===== src/rtl/bsh_pkg.sv =====
package bsh_pkg;
   typedef enum logic [2:0] {
      K_LSL = 3'd0,
      K_LSR = 3'd1,
      K_ASR = 3'd2,
      K_ROR = 3'd3,
      K_RRX = 3'd4
   } shift_kind_e;

   localparam int STYLE_LOG  = 0;
   localparam int STYLE_OPER = 1;
endpackage


===== src/rtl/bsh_decode.sv =====
module bsh_decode
   import bsh_pkg::*;
#(
   parameter int DATA_W  = 32,
   parameter int CONST_W = 8,
   parameter int ROT_W   = 4,
   parameter int RS_W    = 8
) (
   input  logic [CONST_W+ROT_W-1:0] field,
   input  logic                     imm_sel,
   input  logic [RS_W-1:0]          rs_low,
   input  logic [DATA_W-1:0]        rm_val,
   output shift_kind_e              kind,
   output logic [RS_W-1:0]          amount,
   output logic [DATA_W-1:0]        src
);
   localparam int FIELD_W = CONST_W + ROT_W;
   localparam int AMT_W   = $clog2(DATA_W);
   localparam logic [RS_W-1:0] FULL = RS_W'(DATA_W);

   logic [AMT_W-1:0] imm_amt;
   logic [1:0]       typ;

   assign imm_amt = field[FIELD_W-1 -: AMT_W];
   assign typ     = field[6:5];

   always_comb begin
      kind   = K_ROR;
      amount = '0;
      src    = rm_val;
      if (imm_sel) begin
         kind   = K_ROR;
         amount = RS_W'({field[FIELD_W-1 -: ROT_W], 1'b0});
         src    = DATA_W'(field[CONST_W-1:0]);
      end else if (field[4]) begin
         kind   = shift_kind_e'({1'b0, typ});
         amount = rs_low;
      end else begin
         kind   = shift_kind_e'({1'b0, typ});
         amount = RS_W'(imm_amt);
         if (imm_amt == '0) begin
            case (typ)
               2'b01, 2'b10: amount = FULL;
               2'b11:        kind   = K_RRX;
               default:      amount = '0;
            endcase
         end
      end
   end
endmodule


===== src/rtl/bsh_rshift.sv =====
module bsh_rshift
   import bsh_pkg::*;
#(
   parameter int DATA_W = 32,
   parameter int STYLE  = STYLE_LOG
) (
   input  logic [DATA_W-1:0]         din,
   input  logic [$clog2(DATA_W)-1:0] amt,
   input  logic                      fill,
   output logic [DATA_W-1:0]         dout,
   output logic                      last_out
);
   localparam int AMT_W = $clog2(DATA_W);

   logic [DATA_W:0] ext_out;

   generate
      if (STYLE == STYLE_LOG) begin : g_log
         logic [DATA_W:0] stage [0:AMT_W];
         assign stage[0] = {din, 1'b0};
         for (genvar k = 0; k < AMT_W; k++) begin : g_stage
            localparam int SH = 1 << k;
            assign stage[k+1] = amt[k] ? {{SH{fill}}, stage[k][DATA_W:SH]} : stage[k];
         end
         assign ext_out = stage[AMT_W];
      end else begin : g_oper
         logic signed [DATA_W+1:0] wide;
         logic signed [DATA_W+1:0] moved;
         assign wide    = {fill, din, 1'b0};
         assign moved   = wide >>> amt;
         assign ext_out = moved[DATA_W:0];
      end
   endgenerate

   assign dout     = ext_out[DATA_W:1];
   assign last_out = ext_out[0];
endmodule


===== src/rtl/bsh_rotr.sv =====
module bsh_rotr
   import bsh_pkg::*;
#(
   parameter int DATA_W = 32,
   parameter int STYLE  = STYLE_LOG
) (
   input  logic [DATA_W-1:0]         din,
   input  logic [$clog2(DATA_W)-1:0] amt,
   output logic [DATA_W-1:0]         dout
);
   localparam int AMT_W = $clog2(DATA_W);

   generate
      if (STYLE == STYLE_LOG) begin : g_log
         logic [DATA_W-1:0] stage [0:AMT_W];
         assign stage[0] = din;
         for (genvar k = 0; k < AMT_W; k++) begin : g_stage
            localparam int SH = 1 << k;
            assign stage[k+1] = amt[k] ? {stage[k][SH-1:0], stage[k][DATA_W-1:SH]} : stage[k];
         end
         assign dout = stage[AMT_W];
      end else begin : g_oper
         logic [2*DATA_W-1:0] twice;
         assign twice = {din, din} >> amt;
         assign dout  = twice[DATA_W-1:0];
      end
   endgenerate
endmodule


===== src/rtl/bsh_core.sv =====
module bsh_core
   import bsh_pkg::*;
#(
   parameter int DATA_W = 32,
   parameter int RS_W   = 8,
   parameter int STYLE  = STYLE_LOG
) (
   input  shift_kind_e       kind,
   input  logic [RS_W-1:0]   amount,
   input  logic [DATA_W-1:0] src,
   input  logic              c_in,
   output logic [DATA_W-1:0] res,
   output logic              carry
);
   localparam int AMT_W = $clog2(DATA_W);
   localparam int MSB   = DATA_W - 1;
   localparam logic [RS_W-1:0] FULL = RS_W'(DATA_W);

   logic [DATA_W-1:0] src_rev, sh_in, sh_out, sh_out_rev, rot_out;
   logic              sh_last, fill;
   logic [AMT_W-1:0]  n;
   logic              is_zero, is_big, is_exact;

   always_comb begin
      for (int i = 0; i < DATA_W; i++) begin
         src_rev[i]    = src[MSB-i];
         sh_out_rev[i] = sh_out[MSB-i];
      end
   end

   assign sh_in    = (kind == K_LSL) ? src_rev : src;
   assign fill     = (kind == K_ASR) & src[MSB];
   assign n        = amount[AMT_W-1:0];
   assign is_zero  = (amount == '0);
   assign is_big   = (amount >= FULL);
   assign is_exact = (amount == FULL);

   bsh_rshift #(.DATA_W(DATA_W), .STYLE(STYLE)) u_rshift (
      .din(sh_in), .amt(n), .fill(fill), .dout(sh_out), .last_out(sh_last)
   );

   bsh_rotr #(.DATA_W(DATA_W), .STYLE(STYLE)) u_rotr (
      .din(src), .amt(n), .dout(rot_out)
   );

   always_comb begin
      res   = src;
      carry = c_in;
      case (kind)
         K_LSL: begin
            if (is_zero) begin
               res = src; carry = c_in;
            end else if (is_big) begin
               res = '0; carry = is_exact & src[0];
            end else begin
               res = sh_out_rev; carry = sh_last;
            end
         end
         K_LSR: begin
            if (is_zero) begin
               res = src; carry = c_in;
            end else if (is_big) begin
               res = '0; carry = is_exact & src[MSB];
            end else begin
               res = sh_out; carry = sh_last;
            end
         end
         K_ASR: begin
            if (is_zero) begin
               res = src; carry = c_in;
            end else if (is_big) begin
               res = {DATA_W{src[MSB]}}; carry = src[MSB];
            end else begin
               res = sh_out; carry = sh_last;
            end
         end
         K_ROR: begin
            if (is_zero) begin
               res = src; carry = c_in;
            end else begin
               res = rot_out; carry = rot_out[MSB];
            end
         end
         K_RRX: begin
            res = {c_in, src[MSB:1]}; carry = src[0];
         end
         default: begin
            res = src; carry = c_in;
         end
      endcase
   end
endmodule


===== src/rtl/barrel_operand2.sv =====
module barrel_operand2
   import bsh_pkg::*;
#(
   parameter int DATA_W  = 32,
   parameter int CONST_W = 8,
   parameter int ROT_W   = 4,
   parameter int RS_W    = 8,
   parameter int STYLE   = STYLE_LOG
) (
   input  logic [CONST_W+ROT_W-1:0] op_field,
   input  logic                     imm_sel,
   input  logic [DATA_W-1:0]        rm_val,
   input  logic [RS_W-1:0]          rs_low,
   input  logic                     c_in,
   output logic [DATA_W-1:0]        operand_out,
   output logic                     carry_out
);
   localparam int FIELD_W = CONST_W + ROT_W;
   localparam int AMT_W   = $clog2(DATA_W);

   generate
      if (DATA_W != (1 << AMT_W)) begin : g_bad_width
         $error("DATA_W must be a power of two");
      end
      if (FIELD_W != AMT_W + 7) begin : g_bad_field
         $error("operand field must hold amount, kind, select and index bits");
      end
      if ((2 * ((1 << ROT_W) - 1)) >= DATA_W) begin : g_bad_rot
         $error("doubled rotate must stay below DATA_W");
      end
      if (RS_W <= AMT_W) begin : g_bad_rs
         $error("RS_W must be able to express amounts of DATA_W and beyond");
      end
      if (STYLE != STYLE_LOG && STYLE != STYLE_OPER) begin : g_bad_style
         $error("unknown STYLE");
      end
   endgenerate

   shift_kind_e       kind;
   logic [RS_W-1:0]   amount;
   logic [DATA_W-1:0] src;

   bsh_decode #(.DATA_W(DATA_W), .CONST_W(CONST_W), .ROT_W(ROT_W), .RS_W(RS_W)) u_decode (
      .field(op_field), .imm_sel(imm_sel), .rs_low(rs_low), .rm_val(rm_val),
      .kind(kind), .amount(amount), .src(src)
   );

   bsh_core #(.DATA_W(DATA_W), .RS_W(RS_W), .STYLE(STYLE)) u_core (
      .kind(kind), .amount(amount), .src(src), .c_in(c_in),
      .res(operand_out), .carry(carry_out)
   );
endmodule


===== config.mk =====
export PLATFORM = sky130hd
export DESIGN_NAME = barrel_operand2
export DESIGN_NICKNAME = d
export VERILOG_FILES = /design/src/rtl/bsh_pkg.sv /design/src/rtl/bsh_decode.sv /design/src/rtl/bsh_rshift.sv /design/src/rtl/bsh_rotr.sv /design/src/rtl/bsh_core.sv /design/src/rtl/barrel_operand2.sv
export SDC_FILE = /design/constraint.sdc
export NUM_CORES = 1
export LEC_CHECK = 0
export ABC_AREA = 1
export BUFFER_PORTS_ARGS = -buffer_cell sky130_fd_sc_hd__buf_2
export CAP_MARGIN = 40
export CORE_ASPECT_RATIO = 0.75
export CORE_MARGIN = 2
export CORE_UTILIZATION = 45
export DETAILED_ROUTE_END_ITERATION = 16
export GPL_TIMING_DRIVEN = 1
export PLACE_DENSITY = 0.72
export REMOVE_ABC_BUFFERS = 1
export SYNTH_ARGS = -nofsm -noshare
export SYNTH_HDL_FRONTEND = slang
export SYNTH_SLANG_ARGS = --single-unit

===== constraint.sdc =====
create_clock -name vclk -period 2.7
set_clock_uncertainty 0.1 [all_clocks]
set_input_delay 0.27 -clock vclk [all_inputs]
set_output_delay 0.27 -clock vclk [all_outputs]
set_load 0.05 [all_outputs]

**Word level (Yosys, flattened, before mapping)**

Index checks and enable logic that the tools add are counted.

- Flip-flop bits (word level): 0
- Output and inout port bits: 33
- Logic and storage cells: 52
- Input port bits: 54

- Bitwise gates (word level): 3
- Equal/unequal tests: 8
- Reductions and logical operators: 4
- $lt $le $gt $ge: 1
- Multiplexer cells: 36

Operator list:

| kind | number |
|---|---|
| 2-to-1 mux 32 bit | 14 |
| 2-to-1 mux 33 bit | 5 |
| one-hot mux 32 bit (5 select lines) | 1 |
| 2-to-1 mux 8 bit | 3 |
| 2-to-1 mux 3 bit | 4 |
| one-hot mux 6 bit (2 select lines) | 1 |
| equality test 8 x 6 -> 1 bit, second input constant | 1 |
| >= comparator 8 x 6 -> 1 bit, second input constant | 1 |
| logical NOT 8 bit | 1 |
| 2-to-1 mux 1 bit | 7 |
| equality test 3 x 2 -> 1 bit, second input constant | 2 |
| logical NOT 5 bit | 1 |
| one-hot mux 1 bit (5 select lines) | 1 |
| equality test 2 bit, second input constant | 2 |
| AND 1 bit | 3 |
| equality test 3 x 1 -> 1 bit, second input constant | 1 |
| equality test 3 bit, second input constant | 1 |
| logical NOT 3 bit | 1 |
| equality test 2 x 1 -> 1 bit, second input constant | 1 |
| OR reduction 2 bit | 1 |

**Longest topological paths before layout**

- Word-level depth: 15
- Depth in mapped cells: 23
- Depth with buffers taken out: 23

**Hierarchy**

Synthesis repeated with hierarchy kept, for this count alone.

- Cells, all modules: 1,434
- Area total of the unflattened synthesis: 6,900.4 um2

Modules (own cells, without submodules):

| module | cells each | seq. area each (um2) | area an instance (um2) | times used |
|---|---|---|---|---|
| bsh_core | 522 | 0.0 | 2,492.4 | 1 |
| bsh_rotr | 392 | 0.0 | 1,974.4 | 1 |
| bsh_rshift | 400 | 0.0 | 1,859.3 | 1 |
| bsh_decode | 120 | 0.0 | 574.3 | 1 |

**Worst setup path after synthesis**

Ideal clock, no wire load.

- Path kind: input-to-output
- Start: input port imm_sel
- End: output port operand_out[7]
- Path slack: -0.380 ns
- Required time: 2.330 ns
- Buffers on the path: 3
- Arrival: 2.710 ns
- Stages on the path: 16
- Path through: buf_2 inv_4 nand2_4 o21ai_4 clkbuf_1 buf_2 nand3_1 nand3_1 nand3_1 nand3_1 nand3_1 nand3_1 nand2_1 nand2_1 nand2_1 a21oi_1

- Cells in the longest elaborated chain, start to end: 11
- Elaborated cells between the ends (all ways): 30
- Classes of those cells: order compare: 1; eq/ne: 4; mux: 22; bitwise: 1; reduce/logical: 2

RTL lines:

| what | line | RTL |
|---|---|---|
| from (decl) | barrel_operand2.sv:11 | `input logic imm_sel,` |
| 2-to-1 mux 3 bit | bsh_decode.sv:31 | `if (imm_sel) begin` |
| equality test 3 x 2 -> 1 bit / logical NOT 3 bit (equally long branches) | bsh_core.sv:32, bsh_core.sv:49, bsh_core.sv:31 |  |
| AND 1 bit / 2-to-1 mux 32 bit (equally long branches) | bsh_core.sv:32, bsh_core.sv:31 |  |
| 2-to-1 mux 33 bit (5 in series) | bsh_rshift.sv:23 | `assign stage[k+1] = amt[k] ? {{SH{fill}}, stage[k][DATA_W:SH]} : stage[k];` |
| 2-to-1 mux 32 bit, on equally long branches | bsh_core.sv:71, bsh_core.sv:53, bsh_core.sv:62 |  |
| 2-to-1 mux 32 bit, on equally long branches | bsh_core.sv:69, bsh_core.sv:51, bsh_core.sv:60 |  |
| one-hot mux 32 bit (5 select lines) * | bsh_core.sv:49 | `case (kind)` |
| to (decl) | barrel_operand2.sv:15 | `output logic [DATA_W-1:0] operand_out,` |

Mark *: on every way between the ends. The rest lies on a longest branch, timed or not.

**Worst setup path in the final report**

- Start: input port op_field[5]
- End: output port operand_out[0]

- Cells in the longest elaborated chain, start to end: 15
- Elaborated cells between the ends (all ways): 40
- Classes of those cells: order compare: 1; eq/ne: 7; mux: 28; bitwise: 1; reduce/logical: 3

RTL lines:

| what | line | RTL |
|---|---|---|
| from (decl) | barrel_operand2.sv:10 | `input logic [CONST_W+ROT_W-1:0] op_field,` |
| equality test 2 bit | bsh_decode.sv:42 | `case (typ)` |
| 2-to-1 mux 3 bit | bsh_decode.sv:42 |  |
| 2-to-1 mux 3 bit | bsh_decode.sv:41 | `if (imm_amt == '0) begin` |
| 2-to-1 mux 3 bit | bsh_decode.sv:35 | `end else if (field[4]) begin` |
| 2-to-1 mux 3 bit | bsh_decode.sv:31 |  |
| equality test 3 x 2 -> 1 bit / logical NOT 3 bit (equally long branches) | bsh_core.sv:32, bsh_core.sv:49, bsh_core.sv:31 |  |
| AND 1 bit / 2-to-1 mux 32 bit (equally long branches) | bsh_core.sv:32, bsh_core.sv:31 |  |
| 2-to-1 mux 33 bit (5 in series) | bsh_rshift.sv:23 |  |
| 2-to-1 mux 32 bit, on equally long branches | bsh_core.sv:53, bsh_core.sv:62, bsh_core.sv:71 |  |
| 2-to-1 mux 32 bit, on equally long branches | bsh_core.sv:51, bsh_core.sv:60, bsh_core.sv:69 |  |
| one-hot mux 32 bit (5 select lines) * | bsh_core.sv:49 |  |

Marks and branches as above.

==> out/metrics.cfg <==
[logic_synthesis]
ys_seq_area_share_pct = 0
yosys.cell_count.top_type = nand2_1
yosysWarnings = 0
syn_area_per_cell_um2 = 4.80
synth.area.top_cells = nand2_1 (27%), nand3_1 (22%), inv_1 (6.1%)
synthTopCellsByCount = nand2_1 (474), nand3_1 (297), inv_1 (107), o21ai_0 (70), o21ai_1 (64)
synth.distinct_cells = 43
netlist_instances = 1378
yosys.area.top_type = nand2_1
synth_top_area_share_pct = 26.9
netlist_area_um2 = 6610

[setup_path]
path_cells = buf_6 -> inv_2 -> ha_2 -> nand4_1 -> inv_2 -> nor2_4 -> nand2_2 -> nor2_4 -> buf_12 -> nand2_4 -> nand3_4 -> nand3_4 -> nand2_2 -> nand2_2 -> nand3_2 -> nand2_2 -> nand2_2 -> nand3_4 -> nand3_2 -> nand2_2 -> nand2_2 -> nand2_2 -> a21oi_2 -> buf_6
crit_family = simple AND/OR/NAND/NOR gates
arrival_ns = 3.13
critPathBufInv = 5
critPathRequiredTime_ns = 2.33
max_stage_delay_ns = 0.25
start_kind = input port
cpMostUsedCell = nand2_2
end_kind = output port
crit_type = in2out
cp_slowest_cell = nor2_4
cp_max_fo = 4

[floorplan]
ios = 87
die_h_um = 109
die_w_um = 144
die_area_um2 = 15700
start_util_pct = 45.9
rows = 38
coreArea_um2 = 14400

[placed_design]
place_ws_ns = -0.670
port_buffers = 87
place_congestion = 1.07
hpwlAfterDp_mm = 27.7

[timing]
setup_viol = 33
fin_crit_ns = 3.50
finalHoldViolations = 0
rsz0062_at_grt = true
drv_slew = 0
max_freq_mhz = 286
worst-slew-pin-transition_ns = 0.429
finalSetupTns_ns = -22.62
maxSlewHeadroom_pct = 70.6
post-route-period-util_pct = 130
fin_ws_ns = -0.800

[global_routing]
antenna_found_initial = 1
gr-total-overflow = 0
grt_pass1_wl_mm = 53.5
gr-usage-all-layers_pct = 44.4
first_global_vias = 9764
grt_max_degree = 38

[routing]
wl_per_cell_um = 23.2
dr_wl_met2_mm = 17.1
drc = 0
drtIter0Drc = 1807
ant_nets = 0
drt-met1-wl_mm = 15.8
vias = 12100
wl_mm = 43.3
via_per_inst = 6.51
drt-pass1-iter-count = 7
route.met3.wl_mm = 7.08
top_layer_used = met4

[final_layout]
syn2layout_area_growth_pct = 75.8
nFlopsAndLatches = 0
seqCellArea_um2 = 0
final_layout_size_suffix_gt1_share_pct = 47.1
final.fill_count = 1026
nets = 1720
nClkBuffers = 0
post-route-util_pct = 80.6

[power]
power-per-cell-area_nw_per_um2 = 307
leakage_nw = 5.78
peakVddDrop_uv = 310
total_power_mw = 3.56

[status]
violations = negative setup slack
status = complete, but fails checks

[hold_path]
whs_path_depth = 4
whs_endpoint = operand_out[16]
min_from = rm_val[16]
hold_class = in2out

[clocking]
holdBufCountCts = 0

[job]
drv_cap = 0

==> layer usage <==
layer  GRT usage [%]  vias to the layer above
li1                -                     5207
met1            62.7                     5432
met2            66.4                     1138
met3            11.1                      337
met4            13.0                        0
met5               0                        -
==> cell families (layout without fill, tap and decap cells) <==
| kind of cell | count (synthesis) | after routing | share of synthesized area (%) |
|---|---|---|---|
| AND/OR/NAND/NOR | 895 | 895 | 60.8 |
| AO/OA/AOI/OAI | 245 | 245 | 21.5 |
| buffers and inverters | 220 | 503 | 14.9 |
| multiplexers | 15 | 15 | 2.27 |
| adder cells (fa/ha/maj) | 3 | 3 | 0.568 |
| other | 0 | 1 | 0 |
==> placed cells by master (no fill, tap or decap), drive strengths merged <==
cell type,netlist,final
o21ai,140,140
o31ai,1,1
nand2,485,485
clkinv,3,3
nand3b,1,1
a32oi,1,1
a21oi,34,34
buf,77,382
o211ai,20,20
o2111ai,1,1
ha,3,3
a21boi,3,3
o32ai,4,4
nor3,1,1
nor2,67,67
bufbuf,0,3
nand3,320,320
nand4,14,14
inv,112,112
mux2i,15,15
or2,7,7
a31oi,17,17
a211oi,1,1
o22ai,18,18
diode,0,1
o21a,5,5
clkbuf,28,3
==> repair_timing <==
action | in CTS | in global routing
pin swaps | 36 | 98
setup endpoints to repair | 33 | 33
gates resized for setup | 187 | 348
buffers inserted | 14 | 12
gates cloned | 6 | 5
==> how the worst max path moves through the flow <==
stage                      startpoint               to  slack, ns  depth (start not counted)
after floorplan               imm_sel  operand_out[10]      -4.83                         14
after global placement        imm_sel  operand_out[25]      -0.69                         16
after detailed placement      imm_sel   operand_out[2]      -0.67                         16
after CTS                 op_field[4]  operand_out[14]      -0.45                         23
after global routing      op_field[5]  operand_out[14]      -0.84                         21
final                     op_field[5]   operand_out[0]      -0.80                         24
==> through the flow <==
step                cell area, um^2  instances  hold slack [ns]
global placement               9080       1824            0.873
global route                  11600       1861            0.862
detailed placement             9080       1824            0.881
finish                        11600       1862            0.837
floorplan                      6060       1273            0.672
CTS                           10000       1844            0.837
==> layout make-up <==
class                           instances  area (um^2)  share of cell area [%]
Antenna cell                            1         2.50                  0.0215
Inverter                              115          454                    3.91
Multi-Input combinational cell       1158         7350                    63.3
Tap cell                              200          250                    2.15
Timing Repair Buffer                  388         3560                    30.6
==> power by group <==
part	total [mW]	switching, mW	internal [mW]
Clock	0.000000122	0	0.000000122
Sequential	0	0	0
Combinational	3.56	2.23	1.33
Note: power is estimated with default switching activity, not from simulation.
